File: src/rtl/cmd_seq_pkg.sv
// Shared encodings for the command sequencer: host write selects, the
// configuration and status bit positions, and the sequencer state.
package cmd_seq_pkg;
    typedef enum logic [2:0] {
        SEL_INDEX = 3'd0,
        SEL_ARG_HI = 3'd1,
        SEL_ARG_LO = 3'd2,
        SEL_CONFIG = 3'd3,
        SEL_CLOCK  = 3'd4
    } host_sel_e;

    localparam int CFG_W = 14;
    localparam logic [CFG_W-1:0] CFG_KEEP = 14'h3DFF;
    localparam int CB_DATA = 2;
    localparam int CB_DIR  = 3;
    localparam int CB_STOP = 10;

    localparam int STAT_W  = 16;
    localparam int SB_TOUT = 1;
    localparam int SB_CLK  = 8;
    localparam int SB_ENDC = 13;

    typedef enum logic {ST_IDLE = 1'b0, ST_WAIT = 1'b1} seq_state_e;
endpackage

File: src/rtl/cmd_seq_regs.sv
// Command register file: holds the command index, the argument assembled
// from two halves and the masked configuration word.
// Assumes one host write per cycle on the shared select/data port.
module cmd_seq_regs
    import cmd_seq_pkg::*;
#(
    parameter int IDX_W = 6,
    parameter int ARG_W = 32
) (
    input  logic               clk,
    input  logic               rst_n,
    input  logic               hw_we,
    input  logic [2:0]         hw_sel,
    input  logic [ARG_W/2-1:0] hw_wdata,
    output logic [IDX_W-1:0]   idx_q,
    output logic [ARG_W-1:0]   arg_q,
    output logic [CFG_W-1:0]   cfg_q
);
    localparam int HALF = ARG_W / 2;

    // Capture host writes into the addressed register.
    always_ff @(posedge clk) begin
        if (!rst_n) begin
            idx_q <= '0;
            arg_q <= '0;
            cfg_q <= '0;
        end else if (hw_we) begin
            case (hw_sel)
                SEL_INDEX:  idx_q <= hw_wdata[IDX_W-1:0];
                SEL_ARG_HI: arg_q[ARG_W-1:HALF] <= hw_wdata;
                SEL_ARG_LO: arg_q[HALF-1:0] <= hw_wdata;
                SEL_CONFIG: cfg_q <= hw_wdata[CFG_W-1:0] & CFG_KEEP;
                default: ;
            endcase
        end
    end
endmodule

File: src/rtl/cmd_seq_ctrl.sv
// Issue and completion control: owns the status word, the pending and
// active flags, the response byte counter and the issue/end/data pulses.
// Assumes the card delivers response bytes only after a cmd_issue pulse.
module cmd_seq_ctrl
    import cmd_seq_pkg::*;
#(
    parameter int BYTES     = 18,
    parameter int SHORT_RSP = 4,
    parameter int LONG_RSP  = 16,
    localparam int CNT_W    = $clog2(BYTES + 1)
) (
    input  logic              clk,
    input  logic              rst_n,
    input  logic              cfg_wr,
    input  logic              cfg_wr_stop,
    input  logic              clk_wr,
    input  logic              clk_on_bit,
    input  logic              clk_off_bit,
    input  logic [1:0]        cfg_type,
    input  logic              cfg_data,
    input  logic              cfg_dir,
    input  logic              cfg_stop,
    input  logic              rsp_valid,
    input  logic              rsp_done,
    output logic              issue_now,
    output logic              capture_en,
    output logic              good_now,
    output logic [CNT_W-1:0]  byte_cnt,
    output logic [STAT_W-1:0] status_q,
    output logic              active_q,
    output logic              issue_q,
    output logic              end_q,
    output logic              dstart_q,
    output logic              ddir_q
);
    localparam logic [STAT_W-1:0] CLK_ONLY = STAT_W'(1) << SB_CLK;

    seq_state_e        state_q;
    logic              pend_q;
    logic              stop_req, start_req, cfg_issue, clk_issue, rsp_fin, len_ok;
    logic [CNT_W:0]    cnt_eff, need_len;

    // Decode the host actions of this cycle; stop wins over start.
    always_comb begin
        stop_req  = clk_wr && clk_off_bit;
        start_req = clk_wr && clk_on_bit && !clk_off_bit;
        cfg_issue = cfg_wr && !cfg_wr_stop && status_q[SB_CLK];
        clk_issue = start_req && pend_q && !cfg_stop;
        issue_now = cfg_issue || clk_issue;
    end

    // Required byte count per response type and the completion verdict.
    always_comb begin
        case (cfg_type)
            2'd0:    need_len = '0;
            2'd2:    need_len = (CNT_W+1)'(LONG_RSP);
            default: need_len = (CNT_W+1)'(SHORT_RSP);
        endcase
        cnt_eff    = {1'b0, byte_cnt} + (CNT_W+1)'(rsp_valid);
        capture_en = (state_q == ST_WAIT);
        rsp_fin    = capture_en && rsp_done && !stop_req && !cfg_wr;
        len_ok     = (cnt_eff >= need_len);
        good_now   = rsp_fin && len_ok;
    end

    // Sequencer state, status bits, flags and one-cycle event pulses.
    always_ff @(posedge clk) begin
        if (!rst_n) begin
            state_q  <= ST_IDLE;
            pend_q   <= 1'b0;
            active_q <= 1'b0;
            status_q <= '0;
            byte_cnt <= '0;
            issue_q  <= 1'b0;
            end_q    <= 1'b0;
            dstart_q <= 1'b0;
            ddir_q   <= 1'b0;
        end else begin
            issue_q  <= 1'b0;
            end_q    <= 1'b0;
            dstart_q <= 1'b0;
            if (stop_req) begin
                status_q[SB_CLK] <= 1'b0;
                active_q <= 1'b0;
                state_q  <= ST_IDLE;
            end else if (start_req) begin
                if (clk_issue) status_q <= CLK_ONLY;
                else           status_q[SB_CLK] <= 1'b1;
            end
            if (cfg_wr) begin
                pend_q   <= 1'b1;
                active_q <= 1'b0;
                state_q  <= ST_IDLE;
                if (!cfg_wr_stop) status_q <= status_q & CLK_ONLY;
            end
            if (issue_now) begin
                pend_q   <= 1'b0;
                active_q <= 1'b1;
                state_q  <= ST_WAIT;
                byte_cnt <= '0;
                issue_q  <= 1'b1;
            end else if (rsp_fin) begin
                end_q   <= 1'b1;
                state_q <= ST_IDLE;
                if (len_ok) begin
                    status_q[SB_ENDC] <= 1'b1;
                    if (cfg_data) begin
                        dstart_q <= 1'b1;
                        ddir_q   <= cfg_dir;
                    end else begin
                        active_q <= 1'b0;
                    end
                end else begin
                    status_q[SB_TOUT] <= 1'b1;
                    active_q <= 1'b0;
                end
            end else if (capture_en && rsp_valid && byte_cnt < CNT_W'(BYTES)) begin
                byte_cnt <= byte_cnt + 1'b1;
            end
        end
    end
endmodule

File: src/rtl/cmd_seq_rspfifo.sv
// Response store: packs card bytes in pairs into DEPTH 16-bit entries and
// serves them to the host through a read pointer that stops at DEPTH.
// Assumes wr_pos counts bytes from zero since the last clear.
module cmd_seq_rspfifo #(
    parameter int DEPTH   = 9,
    localparam int BYTES  = 2 * DEPTH,
    localparam int CNT_W  = $clog2(BYTES + 1),
    localparam int PTR_W  = $clog2(DEPTH + 1)
) (
    input  logic             clk,
    input  logic             rst_n,
    input  logic             clear,
    input  logic             wr_en,
    input  logic [CNT_W-1:0] wr_pos,
    input  logic [7:0]       wr_byte,
    input  logic             rd_rst,
    input  logic             rd_en,
    output logic [15:0]      rdata
);
    logic [15:0]      mem [DEPTH];
    logic [PTR_W-1:0] rd_ptr;

    for (genvar e = 0; e < DEPTH; e++) begin : g_entry
        localparam logic [CNT_W-1:0] LO_POS = CNT_W'(2 * e);
        localparam logic [CNT_W-1:0] HI_POS = CNT_W'(2 * e + 1);
        // Zero on issue, otherwise take the byte whose position maps here.
        always_ff @(posedge clk) begin
            if (!rst_n || clear) begin
                mem[e] <= '0;
            end else if (wr_en && wr_pos == LO_POS) begin
                mem[e][7:0] <= wr_byte;
            end else if (wr_en && wr_pos == HI_POS) begin
                mem[e][15:8] <= wr_byte;
            end
        end
    end

    // Host read pointer: restart on a good response, saturate at DEPTH.
    always_ff @(posedge clk) begin
        if (!rst_n || rd_rst) begin
            rd_ptr <= '0;
        end else if (rd_en && rd_ptr < PTR_W'(DEPTH)) begin
            rd_ptr <= rd_ptr + 1'b1;
        end
    end

    // Present the entry at the pointer, zero once all have been read.
    always_comb begin
        rdata = '0;
        for (int e = 0; e < DEPTH; e++) begin
            if (rd_ptr == PTR_W'(e)) rdata = mem[e];
        end
    end
endmodule

File: src/rtl/cmd_seq.sv
// Top of the card command sequencer: decodes host writes, ties the
// register file, the issue controller and the response store together.
// Assumes a single host write per cycle and a card that answers each issue.
module cmd_seq
    import cmd_seq_pkg::*;
#(
    parameter int IDX_W     = 6,
    parameter int ARG_W     = 32,
    parameter int DEPTH     = 9,
    parameter int SHORT_RSP = 4,
    parameter int LONG_RSP  = 16
) (
    input  logic               clk,
    input  logic               rst_n,
    input  logic               hw_we,
    input  logic [2:0]         hw_sel,
    input  logic [ARG_W/2-1:0] hw_wdata,
    output logic [IDX_W+1:0]   cmd_rdback,
    output logic [ARG_W-1:0]   arg_rdback,
    output logic [CFG_W-1:0]   cfg_rdback,
    output logic [STAT_W-1:0]  status,
    input  logic               rsp_rd,
    output logic [15:0]        rsp_rdata,
    input  logic               card_rsp_valid,
    input  logic [7:0]         card_rsp_byte,
    input  logic               card_rsp_done,
    output logic               cmd_issue,
    output logic [IDX_W-1:0]   cmd_index,
    output logic [ARG_W-1:0]   cmd_arg,
    output logic               end_cmd,
    output logic               active,
    output logic               data_start,
    output logic               data_dir
);
    localparam int BYTES = 2 * DEPTH;
    localparam int CNT_W = $clog2(BYTES + 1);

    logic [IDX_W-1:0] idx_q;
    logic [ARG_W-1:0] arg_q;
    logic [CFG_W-1:0] cfg_q;
    logic             cfg_wr, clk_wr, issue_now, capture_en, good_now;
    logic [CNT_W-1:0] byte_cnt;

    // Write-target decode for the two actions the controller sees.
    always_comb begin
        cfg_wr = hw_we && (hw_sel == SEL_CONFIG);
        clk_wr = hw_we && (hw_sel == SEL_CLOCK);
    end

    cmd_seq_regs #(.IDX_W(IDX_W), .ARG_W(ARG_W)) u_regs (
        .clk      (clk),
        .rst_n    (rst_n),
        .hw_we    (hw_we),
        .hw_sel   (hw_sel),
        .hw_wdata (hw_wdata),
        .idx_q    (idx_q),
        .arg_q    (arg_q),
        .cfg_q    (cfg_q)
    );

    cmd_seq_ctrl #(.BYTES(BYTES), .SHORT_RSP(SHORT_RSP), .LONG_RSP(LONG_RSP)) u_ctrl (
        .clk         (clk),
        .rst_n       (rst_n),
        .cfg_wr      (cfg_wr),
        .cfg_wr_stop (hw_wdata[CB_STOP]),
        .clk_wr      (clk_wr),
        .clk_on_bit  (hw_wdata[1]),
        .clk_off_bit (hw_wdata[0]),
        .cfg_type    (cfg_q[1:0]),
        .cfg_data    (cfg_q[CB_DATA]),
        .cfg_dir     (cfg_q[CB_DIR]),
        .cfg_stop    (cfg_q[CB_STOP]),
        .rsp_valid   (card_rsp_valid),
        .rsp_done    (card_rsp_done),
        .issue_now   (issue_now),
        .capture_en  (capture_en),
        .good_now    (good_now),
        .byte_cnt    (byte_cnt),
        .status_q    (status),
        .active_q    (active),
        .issue_q     (cmd_issue),
        .end_q       (end_cmd),
        .dstart_q    (data_start),
        .ddir_q      (data_dir)
    );

    cmd_seq_rspfifo #(.DEPTH(DEPTH)) u_rsp (
        .clk     (clk),
        .rst_n   (rst_n),
        .clear   (issue_now),
        .wr_en   (capture_en && card_rsp_valid && !issue_now),
        .wr_pos  (byte_cnt),
        .wr_byte (card_rsp_byte),
        .rd_rst  (good_now),
        .rd_en   (rsp_rd),
        .rdata   (rsp_rdata)
    );

    // Readback views and the command handed to the card side.
    always_comb begin
        cmd_rdback = {1'b0, 1'b1, idx_q};
        arg_rdback = arg_q;
        cfg_rdback = cfg_q;
        cmd_index  = idx_q;
        cmd_arg    = arg_q;
    end
endmodule

File: config.mk
export PLATFORM = sky130hd
export DESIGN_NAME = cmd_seq
export DESIGN_NICKNAME = d
export VERILOG_FILES = /design/src/rtl/cmd_seq_pkg.sv /design/src/rtl/cmd_seq_regs.sv /design/src/rtl/cmd_seq_ctrl.sv /design/src/rtl/cmd_seq_rspfifo.sv /design/src/rtl/cmd_seq.sv
export SDC_FILE = /design/constraint.sdc
export NUM_CORES = 1
export LEC_CHECK = 0
export BUFFER_PORTS_ARGS = -buffer_cell sky130_fd_sc_hd__buf_4
export CAP_MARGIN = 30
export CORE_MARGIN = 10
export CORE_UTILIZATION = 50
export CTS_BUF_LIST = sky130_fd_sc_hd__clkbuf_8
export DETAILED_ROUTE_END_ITERATION = 6
export GPL_TIMING_DRIVEN = 0
export PLACE_DENSITY = 0.8
export SLEW_MARGIN = 30
export SYNTH_ARGS = -nofsm -noshare
export SYNTH_HDL_FRONTEND = slang
export SYNTH_SLANG_ARGS = --single-unit
File: constraint.sdc
create_clock -name clk -period 3.39 [get_ports clk]
set_clock_uncertainty 0.1 [all_clocks]
set_input_delay 1.017 -clock clk [delete_from_list [all_inputs] [get_ports clk]]
set_output_delay 1.017 -clock clk [all_outputs]
set_load 0.02 [all_outputs]
After elaboration in Yosys (flattened, before gate mapping)
Memory sizes are Yosys's and may differ from the RTL's. Index checks and enable logic that the tools add are counted.

Bitwise operators: 22. Eq/ne operators: 31. Mux-type cells: 120. Add/sub/neg operators: 3. Multiply operators: 0. Shifts and indexed selects: 0. Divide/modulo/power cells: 0. Reduce and logical (&&, ||, !) cells: 58. $lt $le $gt $ge: 3.

Operators by type and width (count): 16-bit 2-to-1 mux (12); 8-bit 2-to-1 mux (20); 1-bit 2-to-1 mux (85); 5-bit by 4-bit == test with 1-bit output (second input constant) (8); 1-bit logical AND (35); 5-bit by 3-bit == test with 1-bit output (second input constant) (4); 1-bit bitwise OR (18); 4-bit by 3-bit == test with 1-bit output (second input constant) (4); 7-bit 2-to-1 mux (2); 5-bit by 2-bit == test with 1-bit output (second input constant) (2); 5-bit == test (second input constant) (2); 5-bit case mux with 2 select lines (1); 2-bit AND reduction (5); 4-bit by 2-bit == test with 1-bit output (second input constant) (2); 1-bit zero test (7); 5-bit by 1-bit adder with 6-bit output (1); 3-bit by 2-bit == test with 1-bit output (second input constant) (2); 6-bit by 5-bit greater-or-equal comparator with 1-bit output (1); 5-bit by 1-bit adder with 5-bit output (second input constant) (1); 5-bit by 1-bit == test with 1-bit output (second input constant) (1); 5-bit zero test (1); 5-bit < comparator (second input constant) (1); 4-bit by 1-bit adder with 4-bit output (second input constant) (1); 4-bit by 1-bit == test with 1-bit output (second input constant) (1); other kinds (15) (20).

Bits in writable memories: 144. Memories kept: 1. Latch bits: 0. Register bits: 83. Memory bits (read-only): 0. Word-level logic and storage cells: 253. Input port bits: 33. Output and inout port bits: 129.

Memories: u_rsp.mem (words 9, width 16, read ports 9, clocked after Yosys merged registers in 0, wr ports 9, RTL line cmd_seq_rspfifo.sv:20) `logic [15:0] mem [DEPTH];`.

Depth between registers and ports, before layout
Gate-level depths: netlist (run 1).

Depth after elaboration: 15. Gate-level depth with buffers: 10. Depth with buffers taken out: 10.

Hierarchy
Synthesis (run 1) repeated with hierarchy kept, for this count alone.

Cells, all modules: 949. Area total of the unflattened synthesis: 10710.3 um^2.

By module, submodules not included: cmd_seq_rspfifo (sequential area each 4404.2 um^2, area an instance 7355.8 um^2, instances 1, cells an instance 609); cmd_seq_regs (sequential area each 1021.0 um^2, area an instance 1901.8 um^2, instances 1, cells an instance 188); cmd_seq_ctrl (sequential area each 560.5 um^2, area an instance 1113.6 um^2, instances 1, cells an instance 107); cmd_seq (sequential area each 0.0 um^2, area an instance 339.1 um^2, instances 1, cells an instance 45).

Worst setup path after synthesis (run 1)
Ideal clock, no wire load.

Path type: input port to flip-flop. Start: input card_rsp_valid. End: register u_ctrl.ddir_q. Data arrival time: 3.167 ns. Setup time: 0.118 ns. Data required time: 3.172 ns. Cell stages on the path: 9. Path buffers: 0. Slack: 0.005 ns. Cells stage by stage: ha_1 -> ha_1 -> xnor2_1 -> ha_1 -> or3b_2 -> a31oi_1 -> a211oi_1 -> or4b_1 -> mux2i_1.

Longest elaborated chain between the ends: 3.

RTL lines: start, declared (RTL line cmd_seq.sv:24) `input logic card_rsp_valid,`; 5-bit by 1-bit adder with 6-bit output (RTL line cmd_seq_ctrl.sv:59) `cnt_eff = {1'b0, byte_cnt} + (CNT_W+1)'(rsp_valid);`; 6-bit by 5-bit greater-or-equal comparator with 1-bit output (RTL line cmd_seq_ctrl.sv:62) `len_ok = (cnt_eff >= need_len);`; 4-bit AND reduction (no source line); end signal, assigned (RTL line cmd_seq_ctrl.sv:109) `ddir_q <= cfg_dir;`; end, declared (RTL line cmd_seq_ctrl.sv:34) `output logic ddir_q`.

No other way between the ends. A chain may end at the register's enable or synchronous reset.

Worst setup path after layout (run 1)
Start: register u_rsp.rd_ptr[1]. End: output rsp_rdata[9].

Longest elaborated chain between the ends: 10. Elaborated cells between the ends (all ways): 18. Those cells by class: eq/ne (8); mux (9); reduce/logical (1).

RTL lines: start, declared (RTL line cmd_seq_rspfifo.sv:21) `logic [PTR_W-1:0] rd_ptr;`; start signal, assigned (RTL line cmd_seq_rspfifo.sv:43) `rd_ptr <= rd_ptr + 1'b1;`; 4-bit zero test (RTL line cmd_seq_rspfifo.sv:51) `if (rd_ptr == PTR_W'(e)) rdata = mem[e];`; 16-bit 2-to-1 mux (8 in series) (RTL line cmd_seq_rspfifo.sv:51); 16-bit 2-to-1 mux * (RTL line cmd_seq_rspfifo.sv:51); end, declared (RTL line cmd_seq.sv:23) `output logic [15:0] rsp_rdata,`.

Every way passes the cells marked *; elsewhere a longest branch is shown, timed or not.

==> implementation parameters, run 1 <==
Parameter                              Value

STA
  Worst slew margin relative to its limit ... 33.0%
  Final hold violation count ... 0
  Achievable clock frequency ... 270 MHz
  Final-report max-slew violation count ... 0
  Measured slew at the worst slew-check pin ... 0.999 ns
  Final min period ... 3.71 ns
  Setup violation total in the final timing report ... 16
  RSZ-0062 raised after global routing ... true
  Hold_ws ... 0.361 ns
  Final period utilization ... 109%
  Final Worst Setup Slack ... -0.319 ns

Worst setup path
  Crit. path cell count ... 9
  Worst setup EP type ... output pin
  Worst-path fanout max ... 10
  Reg-to-reg critical path endpoint ... u_rsp.rd_ptr[0]$_SDFFE_PP0P_
  Category of the worst setup path launch point ... register
  Worst Reg2Reg Path Length in Cells ... 9
  Highest-delay cell along the critical path ... sky130_fd_sc_hd__dfxtp_4
  Crit path from ... u_rsp.rd_ptr[1]$_SDFFE_PP0P_
  Startpoint-to-endpoint class of the critical path ... reg2out
  Startpoint of the lowest-slack register-to-register path ... u_ctrl.byte_cnt[0]$_SDFFE_PP0P_
  Delay of the slowest critical-path stage ... 0.39 ns
  Dominant delay contributor by cell family on the critical path ... buffers and inverters
  Register-to-register setup slack ... 0.39 ns
  Worst Path Required ... 2.27 ns
  Worst setup path endpoint ... rsp_rdata[9]
  WP buf/inv ... 5
  Data arrival time of the critical path ... 2.59 ns
  Worst-path cell chain ... inv_4 > ha_4 > clkbuf_16 > clkbuf_8 > clkbuf_16 > o211ai_1 > o211ai_1 > a31oi_2 > buf_4

Clock network
  Clock sinks ... 227
  Number of buffers inserted during clock tree synthesis ... 38
  Clock tree from TritonCTS ... yes
  Clock transition at the registers of the reported paths ... 0.06 ns
  Clock root buffer ... sky130_fd_sc_hd__clkbuf_8
  Clock latency reported for the late side of the worst-skew pair ... 0.53 ns
  CTS HTree Levels ... 2
  Clock buffer depth ... 3
  Hold buffers post-CTS ... 0

Detailed routing
  Routed via count ... a little under 9000
  Routed vias/inst ... approximately 5.6
  # DRC ... 0
  DR WL/cell ... about 21 um
  Number of antenna-violating nets in the routed design ... 0
  First-pass iteration count of the detailed router ... 6
  DRT Wirelength ... 32.8 mm
  Iter 0 DRT Violations ... 1020

Synth
  Multiplexer share of the synthesized area ... 0.965%
  Ys flop type ... sky130_fd_sc_hd__edfxtp_1
  Synth Area in Simple Gates ... 19.3%
  Post-synthesis instance total ... about 1000
  Fraction of synthesis flops using an asynchronous set or reset pin ... 0%
  Main combinational cell family by area after synthesis ... simple AND/OR/NAND/NOR gates
  Mapped cell area ... 10400 sq um
  Warning count from the yosys run ... 0
  EDFF count, synth ... 144
  Per-instance average area after synthesis ... about 10 sq um
  Area share of fa/ha/maj cells after synthesis ... under 10%
  XOR/XNOR Fraction of Synth Area ... 0.591%
  Compound-gate portion of the synthesized area ... 12.7%
  Synthesized flop and latch total ... 227
  Register area share after synthesis ... 57.7%
  Number of different library cells in the post-synthesis netlist ... 56

Outcome
  Failing checks ... setup timing
  Status ... finished with violations

GRT
  Via count of the first global-routing pass ... 8823
  Largest net degree at the start of global routing ... 11
  Total congestion overflow ... 0
  Antenna violations before repair ... 0
  Overall fraction of global-route tracks in use ... 23.8%
  Wire length of the first global-routing pass ... 49.7 mm

Job
  Max-cap violation count ... 0

Final layout
  Final instance area ... approximately 13000 sq um
  Count of antenna diodes in the layout ... 0
  Combined area of the multi-input logic cells ... 3960 sq um
  Synth-to-layout area growth ... 27.7%
  Sequential standard cell area ... 5990 sq um
  Fraction of the core area covered by cells at the end of the flow ... 65.3%
  Share of layout cells above drive strength 1 ... 28.3%
  Number of fillers in the final layout ... 1606
  Final net count ... 1293

Pwr
  Leakage ... around 5.1 nW
  Cell Pwr Density ... 468 nW/um^2
  Peak supply drop ... 0.000242 V
  Post-layout total power ... 0.00619 W

Die
  Boundary pin count ... 162
  Full die area ... 26900 sq um
  Placement row count ... 52
  Overall die height ... 164 um
  Die boundary width ... 164 um
  Core Footprint ... 20300 sq um
  Initial Util ... approximately half

Placed design
  Port Buffer Count ... 155
  Total cell area at the placement stage ... 11900 sq um
  Detailed placer's ending HPWL ... 23.1 mm
  Pre-CTS WS ... -0.740 ns
  Placer Congestion ... about 0.94

Hold path
  HP Class ... reg2reg
state kept, by name, summed over array words and instances (netlist names):
register / count
u_ctrl.capture_en: 1
u_ctrl.active_q: 1
u_rsp.mem: 144
u_ctrl.issue_q: 1
u_rsp.rd_ptr: 4
u_regs.arg_q: 32
u_ctrl.status_q: 16
u_ctrl.dstart_q: 1
u_ctrl.byte_cnt: 5
u_ctrl.ddir_q: 1
u_ctrl.end_q: 1
u_regs.idx_q: 6
u_ctrl.pend_q: 1
u_regs.cfg_q: 13
worst min-delay path by stage:
stage | slack, ns | from | end | depth (start not counted)
final | 0.36 | u_ctrl.status_q[14]$_SDFF_PN0_ | u_ctrl.status_q[14]$_SDFF_PN0_ | 1
after global placement | 0.34 | u_ctrl.status_q[13]$_SDFF_PN0_ | u_ctrl.status_q[13]$_SDFF_PN0_ | 2
after CTS | 0.36 | u_ctrl.status_q[6]$_SDFF_PN0_ | u_ctrl.status_q[6]$_SDFF_PN0_ | 1
after global routing | 0.38 | u_ctrl.status_q[14]$_SDFF_PN0_ | u_ctrl.status_q[14]$_SDFF_PN0_ | 1
after floorplan | 0.35 | u_regs.cfg_q[3]$_SDFFE_PN0P_ | u_ctrl.ddir_q$_SDFFE_PN0P_ | 2
after detailed placement | 0.35 | u_ctrl.status_q[6]$_SDFF_PN0_ | u_ctrl.status_q[6]$_SDFF_PN0_ | 1
cells in the final DEF (no fill, tap or decap), drive strengths merged, types with 2 or more instances in the layout:
cell	count
nor3b	3
xnor2	6
ha	14
clkinv	21
or4	2
a21oi	68
nor2	114
nand3	8
edfxtp	144
and2	87
or2	6
a31oi	18
mux2i	10
nand4b	3
conb	3
o31ai	2
a221o	15
a311oi	2
nand4	4
nand2b	8
nor2b	5
nand3b	4
clkinvlp	2
nand2	163
a221oi	13
clkbuf	91
a211oi	3
inv	33
dfxtp	83
o21ai	32
nor3	12
nor4	2
buf	232
o22ai	15
o211ai	17
o21a	15
per-layer routing:
layer / global-route usage, % / share of wire [%] / up-vias
li1: - / - / 3974
met1: 27.1 / 36 / 4098
met2: 39.8 / 48 / 555
met3: 8.76 / 12 / 92
met4: 9.42 / 3.6 / 0
met5: 0 / 0 / -
layout make-up:
| cell class | instances | share of cell area, % |
|---|---|---|
| Buffer | 110 | 6.03 |
| Clock buffer | 39 | 4.05 |
| Clock inverter | 29 | 1.14 |
| Inverter | 28 | 0.925 |
| Multi-Input combinational cell | 667 | 29.9 |
| Sequential cell | 227 | 45.2 |
| Tap cell | 270 | 2.55 |
| Timing Repair Buffer | 174 | 10.2 |
where the power goes:
group / internal [W] / switching [W]
sequential: 0.00302 / 0.0000450
clock: 0.00115 / 0.00113
combinational: 0.000344 / 0.000504
cells in the mapped netlist, types with 10 or more instances:
library cell               number  share of area (%)
sky130_fd_sc_hd__a21oi_1       68                3.3
sky130_fd_sc_hd__a221o_1       15                1.4
sky130_fd_sc_hd__a221oi_1      13                1.1
sky130_fd_sc_hd__a31oi_1       18                1.1
sky130_fd_sc_hd__and2_1        86                5.2
sky130_fd_sc_hd__buf_4         44                3.2
sky130_fd_sc_hd__clkbuf_1      57                2.1
sky130_fd_sc_hd__dfxtp_1       83                 16
sky130_fd_sc_hd__edfxtp_1     144                 42
sky130_fd_sc_hd__ha_1          14                1.7
sky130_fd_sc_hd__inv_1         25               0.90
sky130_fd_sc_hd__mux2i_1       10               0.97
sky130_fd_sc_hd__nand2_1      163                5.9
sky130_fd_sc_hd__nor2_1       114                4.1
sky130_fd_sc_hd__nor3_1        12               0.58
sky130_fd_sc_hd__o211ai_1      17                1.2
sky130_fd_sc_hd__o21a_1        15                1.1
sky130_fd_sc_hd__o21ai_0       32                1.5
sky130_fd_sc_hd__o22ai_1       15               0.90
stage by stage:
stage / setup TNS [ns] / cells
after detailed placement: -32.47 / 1462
after global routing: -4.56 / 1544
after floorplan: 0 / 1035
final: -3.62 / 1544
after CTS: -3.13 / 1538
after global placement: -39.33 / 1460
logic make-up (layout without fill, tap and decap cells):
family          after synthesis  after routing
mux                          10             10
xor+xnor                      7              7
other cells                   2              3
simple gates                427            427
fa+ha+maj                    14             14
compound gates              206            206
flops                       227            227
buf+inv                     141            380
what timing repair did:
item,in CTS,in global routing
pin swaps,41,28
buffers inserted,9,6
gates resized for setup,122,24
endpoints found under the hold margin,0,0
gates cloned,2,0
setup endpoints to repair,20,20
(Power assumes the default switching activity.)
==> run 2: changes to the inputs <==
- PLACE_DENSITY: 0.8 -> 0.78
- SKIP_CTS_REPAIR_TIMING: unset -> 1
- clock period: 3.39 -> 4 ns (I/O delays scaled with it)
==> run 2 against run 1 <==
The flow now finishes without violations. Die area did not move. Wire length fell by 6.0%. Sequential cell count did not move. Sequential share of layout area rose by 1.6 points. Critical path depth fell by 2. Final cell count fell by 0.65%. Global-route usage fell by 1.5 points. Clock-buffer cell count rose by 2. Cell area fell by 3.4%. Clock power fell by 17%. Critical path type unchanged. Largest cell class unchanged. Largest power group unchanged.
==> implementation parameters, run 2 (synthesis results as in run 1) <==
Parameter                              Value

Outcome
  Status ... completed

Final layout
  Register with the most flip-flops ... u_rsp.mem
  Share of layout cells above drive strength 1 ... 25.2%
  Synth-to-layout area growth ... 23.4%
  Count of antenna diodes in the layout ... 0
  Final net count ... roughly 1300
  Most frequent standard cell in the layout excluding fill and tap cells ... sky130_fd_sc_hd__buf_4
  Largest regs ... u_rsp.mem (144), u_regs.arg_q (32), u_ctrl.status_q (16)
  Non-filler instance count after layout ... 1534
  Most frequent cells in the layout ... sky130_fd_sc_hd__buf_4, sky130_fd_sc_hd__nand2_1, sky130_fd_sc_hd__edfxtp_1
  Flip-flop count of the largest register after layout ... about 140
  Number of fillers in the final layout ... approximately 1700

Hold path
  Hold EP ... u_regs.cfg_q[7]$_SDFFE_PN0P_
  Startpoint of the worst hold path ... u_regs.cfg_q[7]$_SDFFE_PN0P_
  HP Class ... reg2reg
  Worst hold path stage count ... 2

Job
  Max-cap violation count ... 0

Detailed routing
  Routed via count ... 8495
  DRT Wirelength ... 30.8 mm
  Routed vias/inst ... between 5 and 6
  # DRC ... 0
  Iter 0 DRT Violations ... 735
  Number of antenna-violating nets in the routed design ... 0
  DR WL/cell ... 20.1 um
  First-pass iteration count of the detailed router ... 6

Clock network
  Clock latency reported for the late side of the worst-skew pair ... 0.52 ns
  CTS HTree Levels ... 2
  Clock buffer depth ... 3
  Clock sinks ... 227
  Clock transition at the registers of the reported paths ... approximately 0.060 ns
  Clock tree from TritonCTS ... yes
  Number of buffers inserted during clock tree synthesis ... 39
  Clock root buffer ... sky130_fd_sc_hd__clkbuf_8

GRT
  Total congestion overflow ... 0
  Overall fraction of global-route tracks in use ... 22.3%
  Antenna violations before repair ... 0
  Via count of the first global-routing pass ... 8534
  Wire length of the first global-routing pass ... ~47 mm
  Largest net degree at the start of global routing ... 11

STA
  Final period utilization ... about 99%
  Final-report max-slew violation count ... 0
  Final hold violation count ... 0
  Achievable clock frequency ... 252 MHz
  Final Worst Setup Slack ... between 0.03 and 0.04 ns
  Hold_ws ... 0.358 ns
  Final min period ... 3.96 ns
  Worst slew margin relative to its limit ... 38.9%
  Setup violation total in the final timing report ... 0
  Measured slew at the worst slew-check pin ... 0.910 ns

Die
  Boundary pin count ... 162
  Die boundary width ... 164 um
  Full die area ... 26900 sq um
  Core Footprint ... between 20000 and 25000 sq um
  Overall die height ... 164 um
  Initial Util ... 51.1%
  Placement row count ... 52

Pwr
  Post-layout total power ... 0.00512 W
  Cell Pwr Density ... 400 nW/um^2
  Leakage ... 4.98 nW
  Peak supply drop ... 0.000196 V

Worst setup path
  Worst-path fanout max ... 10
  Register-to-register setup slack ... around 0.67 ns
  Reg-to-reg critical path endpoint ... u_rsp.rd_ptr[1]$_SDFFE_PP0P_
  Worst Path Required ... 2.70 ns
  Category of the worst setup path launch point ... register
  Startpoint of the lowest-slack register-to-register path ... u_ctrl.byte_cnt[0]$_SDFFE_PP0P_
  Startpoint-to-endpoint class of the critical path ... reg2out
  Delay of the slowest critical-path stage ... 0.39 ns
  Worst setup EP type ... output pin
  Worst Reg2Reg Path Length in Cells ... 10
  Worst-path cell chain ... ha_2 > clkbuf_2 > a21oi_1 > a2111oi_4 > o21ai_1 > a31oi_1 > buf_4
  Data arrival time of the critical path ... 2.66 ns
  Highest-delay cell along the critical path ... sky130_fd_sc_hd__dfxtp_2

Placed design
  Detailed placer's ending HPWL ... between 20 and 25 mm
  Pre-CTS WS ... -0.257 ns
  Port Buffer Count ... between 150 and 200
  Cell total after placement ... between 1000 and 1500
  Placer Congestion ... 0.904
-- run 2: cell types whose count changed in the layout (fill, tap and decap cells not counted), sizes merged --
cell	change
buf	-9
inv	+2
bufinv	-1
clkbuf	-1
clkinv	-1
-- run 2: routing by layer --
layer | up-vias | global-route usage, % | share of wire, %
met2 | 490 | 37.4 | 48
met3 | 71 | 8.69 | 12
li1 | 3957 | - | -
met1 | 3977 | 25.0 | 37
met4 | 0 | 9.06 | 3.2
met5 | - | 0 | 0
-- run 2: metrics by stage --
step	TNS [ns]	utilization, %	area (sq um)
3_3_place_gp	-2.46	58.5	11900
5_1_grt	-0.0522	63.0	12800
4_1_cts	-10.16	62.0	12600
3_5_place_dp	-2.22	58.6	11900
2_1_floorplan	0	-	10400
6_report	0	63.0	12800
-- run 2: worst max-delay path: cells and delay by family, from the launching register on --
kind	cells	cell delay, ns
DFF	1	0.39
AOI/OAI and AO/OA	4	0.95
buffers and inverters	2	0.51
adders and majority gates	1	0.28
-- run 2: worst max-delay path by stage --
| stage | cells past startpoint | start | slack (ns) | to |
|---|---|---|---|---|
| 6_report | 7 | u_rsp.rd_ptr[0]$_SDFFE_PP0P_ | 0.04 | rsp_rdata[9] |
| 5_1_grt | 9 | u_rsp.rd_ptr[1]$_SDFFE_PP0P_ | -0.02 | rsp_rdata[13] |
| 4_1_cts | 10 | u_rsp.rd_ptr[0]$_SDFFE_PP0P_ | -0.86 | rsp_rdata[6] |
| 3_5_place_dp | 10 | u_rsp.rd_ptr[0]$_SDFFE_PP0P_ | -0.26 | rsp_rdata[6] |
| 3_3_place_gp | 10 | u_rsp.rd_ptr[0]$_SDFFE_PP0P_ | -0.18 | rsp_rdata[6] |
| 2_1_floorplan | 9 | card_rsp_valid | 0.43 | u_ctrl.ddir_q$_SDFFE_PN0P_ |
-- run 2: final cells by class --
type | instances | area (sq um) | area share [%]
sequential | 227 | 5990 | 46.8
multi-input combinational | 667 | 3790 | 29.6
timing repair buffer | 162 | 1210 | 9.47
buffer | 110 | 669 | 5.23
clock buffer | 41 | 564 | 4.41
tap | 270 | 338 | 2.64
clock inverter | 29 | 125 | 0.978
inverter | 28 | 109 | 0.851
-- run 2: where the power goes --
part / switching [W] / internal, W / leakage, nW
logic: 0.000390 / 0.000238 / 2.50
registers: 0.0000351 / 0.00256 / 2.09
clock network: 0.000937 / 0.000953 / 0.386
